[config.mk]
export PLATFORM = sky130hd
export DESIGN_NAME = amo_unit
export DESIGN_NICKNAME = d
export VERILOG_FILES = /design/src/rtl/amo_pkg.sv /design/src/rtl/amo_decode.sv /design/src/rtl/amo_alu.sv /design/src/rtl/amo_seq.sv /design/src/rtl/amo_unit.sv
export SDC_FILE = /design/constraint.sdc
export NUM_CORES = 1
export LEC_CHECK = 0
export BUFFER_PORTS_ARGS = -buffer_cell sky130_fd_sc_hd__buf_4
export CAP_MARGIN = 20
export CORE_ASPECT_RATIO = 1.4
export CORE_MARGIN = 5
export CORE_UTILIZATION = 30
export CTS_BUF_LIST = sky130_fd_sc_hd__clkbuf_16
export CTS_CLUSTER_SIZE = 28
export DETAILED_ROUTE_END_ITERATION = 7
export SYNTH_ARGS = -nofsm -noshare
export SYNTH_HDL_FRONTEND = slang
export SYNTH_SLANG_ARGS = --single-unit
[constraint.sdc]
create_clock -name clk -period 7.1 [get_ports clk]
set_input_delay 0.355 -clock clk [delete_from_list [all_inputs] [get_ports clk]]
set_output_delay 0.355 -clock clk [all_outputs]
set_load 0.03 [all_outputs]
[src/rtl/amo_pkg.sv]
package amo_pkg;
  localparam int OP_W = 4;

  typedef enum logic [OP_W-1:0] {
    OP_ADD  = 4'd0,
    OP_AND  = 4'd1,
    OP_OR   = 4'd2,
    OP_XOR  = 4'd3,
    OP_SWAP = 4'd4,
    OP_MAX  = 4'd5,
    OP_MIN  = 4'd6,
    OP_MAXU = 4'd7,
    OP_MINU = 4'd8
  } amo_op_e;

  localparam logic [OP_W-1:0] OP_LAST = 4'd8;

  typedef enum logic [2:0] {
    ST_IDLE    = 3'd0,
    ST_RD_REQ  = 3'd1,
    ST_RD_WAIT = 3'd2,
    ST_WR_REQ  = 3'd3,
    ST_DONE    = 3'd4
  } amo_state_e;
endpackage

[src/rtl/amo_decode.sv]
module amo_decode
  import amo_pkg::*;
#(
  parameter int LSB = 2
) (
  input  logic [OP_W-1:0] op,
  input  logic [LSB-1:0]  addr_lo,
  output logic            op_legal,
  output logic            aligned,
  output logic            req_ok
);
  function automatic logic f_op_known(input logic [OP_W-1:0] code);
    return code <= OP_LAST;
  endfunction

  function automatic logic f_word_aligned(input logic [LSB-1:0] lo);
    return lo == '0;
  endfunction

  always_comb begin
    op_legal = f_op_known(op);
    aligned  = f_word_aligned(addr_lo);
    req_ok   = op_legal && aligned;
  end
endmodule

[src/rtl/amo_alu.sv]
module amo_alu
  import amo_pkg::*;
#(
  parameter int DW = 32
) (
  input  logic [OP_W-1:0] op,
  input  logic [DW-1:0]   mem_val,
  input  logic [DW-1:0]   opnd,
  output logic [DW-1:0]   new_val
);
  // Signed order equals unsigned order once both sign bits are inverted.
  function automatic logic [DW-1:0] f_bias(input logic [DW-1:0] v, input logic is_signed);
    return {v[DW-1] ^ is_signed, v[DW-2:0]};
  endfunction

  function automatic logic f_opnd_below(input logic [DW-1:0] m, input logic [DW-1:0] r,
                                        input logic is_signed);
    return f_bias(r, is_signed) < f_bias(m, is_signed);
  endfunction

  function automatic logic [DW-1:0] f_wrap_add(input logic [DW-1:0] a, input logic [DW-1:0] b);
    logic [DW:0] s;
    s = {1'b0, a} + {1'b0, b};
    return s[DW-1:0];
  endfunction

  logic cmp_signed;
  logic r_below;
  logic r_equal;

  always_comb begin
    cmp_signed = (op == OP_MAX) || (op == OP_MIN);
    r_below    = f_opnd_below(mem_val, opnd, cmp_signed);
    r_equal    = (mem_val == opnd);
  end

  always_comb begin
    unique case (op)
      OP_ADD:  new_val = f_wrap_add(mem_val, opnd);
      OP_AND:  new_val = mem_val & opnd;
      OP_OR:   new_val = mem_val | opnd;
      OP_XOR:  new_val = mem_val ^ opnd;
      OP_SWAP: new_val = opnd;
      OP_MAX,
      OP_MAXU: new_val = (r_below || r_equal) ? mem_val : opnd;
      OP_MIN,
      OP_MINU: new_val = r_below ? opnd : mem_val;
      default: new_val = mem_val;
    endcase
  end
endmodule

[src/rtl/amo_seq.sv]
module amo_seq
  import amo_pkg::*;
#(
  parameter int AW = 16,
  parameter int DW = 32
) (
  input  logic            clk,
  input  logic            rst_n,
  input  logic            req_valid,
  input  logic            req_ok,
  input  logic [OP_W-1:0] req_op,
  input  logic [AW-1:0]   req_addr,
  input  logic [DW-1:0]   req_operand,
  input  logic            mem_req_ready,
  input  logic            mem_rsp_valid,
  input  logic [DW-1:0]   mem_rsp_rdata,
  output logic [OP_W-1:0] op_q,
  output logic [DW-1:0]   old_q,
  output logic [DW-1:0]   operand_q,
  output logic [AW-1:0]   addr_q,
  output logic            busy,
  output logic            done,
  output logic            err,
  output logic            mem_req_valid,
  output logic            mem_req_we,
  output logic            mem_lock,
  output logic            accept_evt,
  output logic            rd_fire,
  output logic            rsp_fire,
  output logic            wr_fire
);
  amo_state_e state_q, state_d;
  logic       err_q;

  always_comb begin
    accept_evt = (state_q == ST_IDLE)    && req_valid;
    rd_fire    = (state_q == ST_RD_REQ)  && mem_req_ready;
    rsp_fire   = (state_q == ST_RD_WAIT) && mem_rsp_valid;
    wr_fire    = (state_q == ST_WR_REQ)  && mem_req_ready;
  end

  always_comb begin
    state_d = state_q;
    unique case (state_q)
      ST_IDLE:    if (accept_evt) state_d = req_ok ? ST_RD_REQ : ST_DONE;
      ST_RD_REQ:  if (rd_fire)    state_d = ST_RD_WAIT;
      ST_RD_WAIT: if (rsp_fire)   state_d = ST_WR_REQ;
      ST_WR_REQ:  if (wr_fire)    state_d = ST_DONE;
      ST_DONE:                    state_d = ST_IDLE;
      default:                    state_d = ST_IDLE;
    endcase
  end

  always_ff @(posedge clk or negedge rst_n) begin
    if (!rst_n) begin
      state_q   <= ST_IDLE;
      op_q      <= '0;
      old_q     <= '0;
      operand_q <= '0;
      addr_q    <= '0;
      err_q     <= 1'b0;
    end else begin
      state_q <= state_d;
      if (accept_evt) begin
        op_q      <= req_op;
        addr_q    <= req_addr;
        operand_q <= req_operand;
        old_q     <= '0;
        err_q     <= !req_ok;
      end
      if (rsp_fire) old_q <= mem_rsp_rdata;
    end
  end

  always_comb begin
    busy          = (state_q != ST_IDLE);
    done          = (state_q == ST_DONE);
    err           = done && err_q;
    mem_req_valid = (state_q == ST_RD_REQ) || (state_q == ST_WR_REQ);
    mem_req_we    = (state_q == ST_WR_REQ);
    mem_lock      = (state_q == ST_RD_REQ) || (state_q == ST_RD_WAIT) ||
                    (state_q == ST_WR_REQ);
  end
endmodule

[src/rtl/amo_unit.sv]
module amo_unit
  import amo_pkg::*;
#(
  parameter int AW = 16,
  parameter int DW = 32
) (
  input  logic            clk,
  input  logic            rst_n,
  input  logic            req_valid,
  input  logic [OP_W-1:0] req_op,
  input  logic [AW-1:0]   req_addr,
  input  logic [DW-1:0]   req_operand,
  output logic            busy,
  output logic            done,
  output logic            err,
  output logic [DW-1:0]   result,
  output logic            mem_req_valid,
  output logic            mem_req_we,
  output logic [AW-1:0]   mem_req_addr,
  output logic [DW-1:0]   mem_req_wdata,
  input  logic            mem_req_ready,
  input  logic            mem_rsp_valid,
  input  logic [DW-1:0]   mem_rsp_rdata,
  output logic            mem_lock
);
  localparam int LSB = $clog2(DW / 8);

  logic            op_legal, aligned, req_ok;
  logic [OP_W-1:0] op_q;
  logic [DW-1:0]   old_q, operand_q, new_val;
  logic [AW-1:0]   addr_q;
  logic            accept_evt, rd_fire, rsp_fire, wr_fire;

  amo_decode #(.LSB(LSB)) u_decode (
    .op       (req_op),
    .addr_lo  (req_addr[LSB-1:0]),
    .op_legal (op_legal),
    .aligned  (aligned),
    .req_ok   (req_ok)
  );

  amo_seq #(.AW(AW), .DW(DW)) u_seq (
    .clk           (clk),
    .rst_n         (rst_n),
    .req_valid     (req_valid),
    .req_ok        (req_ok),
    .req_op        (req_op),
    .req_addr      (req_addr),
    .req_operand   (req_operand),
    .mem_req_ready (mem_req_ready),
    .mem_rsp_valid (mem_rsp_valid),
    .mem_rsp_rdata (mem_rsp_rdata),
    .op_q          (op_q),
    .old_q         (old_q),
    .operand_q     (operand_q),
    .addr_q        (addr_q),
    .busy          (busy),
    .done          (done),
    .err           (err),
    .mem_req_valid (mem_req_valid),
    .mem_req_we    (mem_req_we),
    .mem_lock      (mem_lock),
    .accept_evt    (accept_evt),
    .rd_fire       (rd_fire),
    .rsp_fire      (rsp_fire),
    .wr_fire       (wr_fire)
  );

  amo_alu #(.DW(DW)) u_alu (
    .op      (op_q),
    .mem_val (old_q),
    .opnd    (operand_q),
    .new_val (new_val)
  );

  always_comb begin
    mem_req_addr  = addr_q;
    mem_req_wdata = new_val;
    result        = done ? old_q : '0;
  end
endmodule

==> out/qor.yml <==
run_status:
  status: "complete, no violations"
die:
  initial_utilization: 0.303
  die_height_um: 221
  die_width_um: 160
  io_pins: 175
  num_rows: 77
  die-area_um2: 35400
  core_area_um2: 31400
layout:
  layout.cells.most_common: "buf_4"
  final_area_um2: 11400
  num_antenna_cells: 0
  layout-drive-gt1-share: 0.238
  layout_common_cells: "buf_4 (196), nand2_1 (123), o21ai_0 (111), ha_1 (95), dfrtp_1 (88)"
  syn_to_final_growth_pct: 19.6
  nNetsFinal: 1465
synthesis:
  synth-async-reset-ratio: 1.00
  synth_simple_gate_area_frac: 0.164
  synth_fa_ha_area_frac: 0.127
  synth_cells: 1168
  synth_compound_area_frac: 0.289
  synth_top_family_by_area: "compound AO/OA/AOI/OAI gates"
  synthMuxAreaShare: 0.0987
  synthXorXnorAreaFrac: 0.0101
  yosysSeqAreaShare: 0.232
  synth_edf_count: 0
  synth_nets: 1353
  ys_ff_latch: 88
  yosys.cell_types.count: 83
  postSynthAreaPerCell_um2: 8.14
  yosysWarnings: 0
  netlist_area_um2: 9510
  synth_top_flop_cell: "dfrtp_1"
critical_path:
  slowest_delay_ps: 890
  startpoint_type: "register"
  cp_slowest_cell: "o31a_2"
  rrSetupSlack_ps: 4840
  path_max_fanout: 33
  critPathArrivalTime_ps: 4660
  cp.buffers_inverters: 2
  path_delay_family: "compound AO/OA/AOI/OAI gates"
  crit_chain: "inv_1 -> ha_1 -> or4_4 -> nor3_4 -> and3_4 -> o31a_1 -> o31a_2 -> nor4b_1 -> a21boi_0 -> a221oi_1 -> buf_4"
  endpoint_kind: "output port"
  worstSetupPathType: "register to output port"
  required_ps: 6740
detailed_routing:
  wl_per_cell_um: 21.3
  first_pass_iters: 5
  drtIter0Drc: 827
  ant_nets: 0
  drt_wl_total_um: 35700
  vias: 9745
  vias_per_cell: 5.80
  drc: 0
clock_tree:
  cts_tree: "yes"
  htreeDepth: 3
  cts_buffers: 9
  clk_latency_ps: 380
  clkSinkCount: 88
  cts_setup_buffers: 0
  cts_root_buffer: "clkbuf_16"
  clock_path_buffers: 2
  clk_pin_slew_ps: 70
timing:
  relSlewSlack: 0.322
  maxSlewViolCount: 0
  worst_pin_slew_ps: 1020
  final_hold_viol_count: 0
  max_freq_mhz: 200
  fin_worst_skew_ps: 11.4
  fin_crit_ps: 5010
  tns_ps: 0
  rsz0062_at_grt: "no"
  finalSetupViolCount: 0
  period_share: 0.706
placed_design:
  dpl_cell_area_um2: 11100
  gp_congestion: 0.946
  numPortBuffers: 174
  place_hpwl_um: 25200
global_route:
  grt_first_pass_wirelength_um: 54600
  antenna_found_initial: 0
  grt_max_degree: 58
  grt-ovfl-total: 0
  grt.total_usage: 0.195
  first_global_vias: 9783
job:
  maxCapViolCount: 0
hold_path:
  hp-class: "input port to register"
[metrics by stage]
stage | worst slack, ps | cells | hold WS [ps] | util
after global placement | 2580 | 1662 | 352 | 0.352
after detailed placement | 2510 | 1662 | 353 | 0.352
after floorplan | 3280 | 1168 | 59.4 | -
after global routing | 1900 | 1680 | 185 | 0.362
final | 2090 | 1680 | 178 | 0.362
after CTS | 2070 | 1679 | 158 | 0.362
[sequential cells by signal, summed over array words and instances, names as in the netlist]
| register | cells |
|---|---|
| u_seq.err_q | 1 |
| u_seq.operand_q | 32 |
| u_seq.op_q | 4 |
| u_seq.old_q | 32 |
| u_seq.state_q | 3 |
| u_seq.addr_q | 16 |
[per-layer routing]
metal	routed length, um	share of wire	GRT usage	vias to the layer above
li1	-	-	-	4527
met1	14800	0.41	0.235	4838
met2	18000	0.50	0.343	322
met3	2020	0.057	0.0339	58
met4	988	0.028	0.0789	0
met5	0	0	0	-
[worst min-delay path: stages]
cell and delay [ps]:
buf_4 80, nand2_1 30, o21ai_0 60
[logic make-up (layout without fill, tap and decap cells)]
kind of cell    after synthesis  in the layout
simple gates                310            310
buf+inv                     178            295
compound gates              398            398
xor+xnor                     11             11
mux                          87             87
fa+ha+maj                    96             96
flops                        88             88
[final timing paths]
kind,from,to,depth (start not counted)
setup / recovery,u_seq.old_q[25]$_DFFE_PN0P_,mem_req_wdata[25],11
hold / removal,mem_rsp_rdata[29],u_seq.old_q[29]$_DFFE_PN0P_,3
setup reg to reg,u_seq.state_q[1]$_DFFE_PN0P_,u_seq.addr_q[12]$_DFFE_PN0P_,4
hold reg to reg,u_seq.err_q$_DFFE_PN0P_,u_seq.err_q$_DFFE_PN0P_,2
max in group asynchronous,rst_n,u_seq.operand_q[0]$_DFFE_PN0P_,3
min in group asynchronous,rst_n,u_seq.old_q[2]$_DFFE_PN0P_,2
[timing repair]
action | CTS | global route
resized for setup | 0 | 0
hold buffers | 1 | 0
endpoints found under the hold margin | 31 | 0
[cells in the mapped netlist (14+ instances only)]
library cell / n / area [um2]
a211oi_1: 18 / 135
a21o_1: 19 / 143
a21oi_1: 85 / 425
a221oi_1: 24 / 210
and3_1: 44 / 275
buf_2: 19 / 95.1
clkbuf_1: 60 / 225
dfrtp_1: 88 / 2200
ha_1: 95 / 1190
inv_1: 81 / 304
mux2_2: 54 / 608
mux2i_1: 33 / 330
nand2_1: 123 / 462
nand3_1: 15 / 75.1
nor2_1: 42 / 158
nor3_1: 14 / 70.1
o21ai_0: 111 / 556
[layout make-up]
class	count	area [um2]
Fill cell	3314	20000
Multi-Input combinational cell	902	6600
Sequential cell	88	2200
Timing Repair Buffer	197	1480
Tap cell	395	494
Inverter	82	308
Clock buffer	9	225
Clock inverter	7	63.8
Power is not shown: default switching activity piles up to over one toggle a cycle in this logic, so the estimate is an artifact.
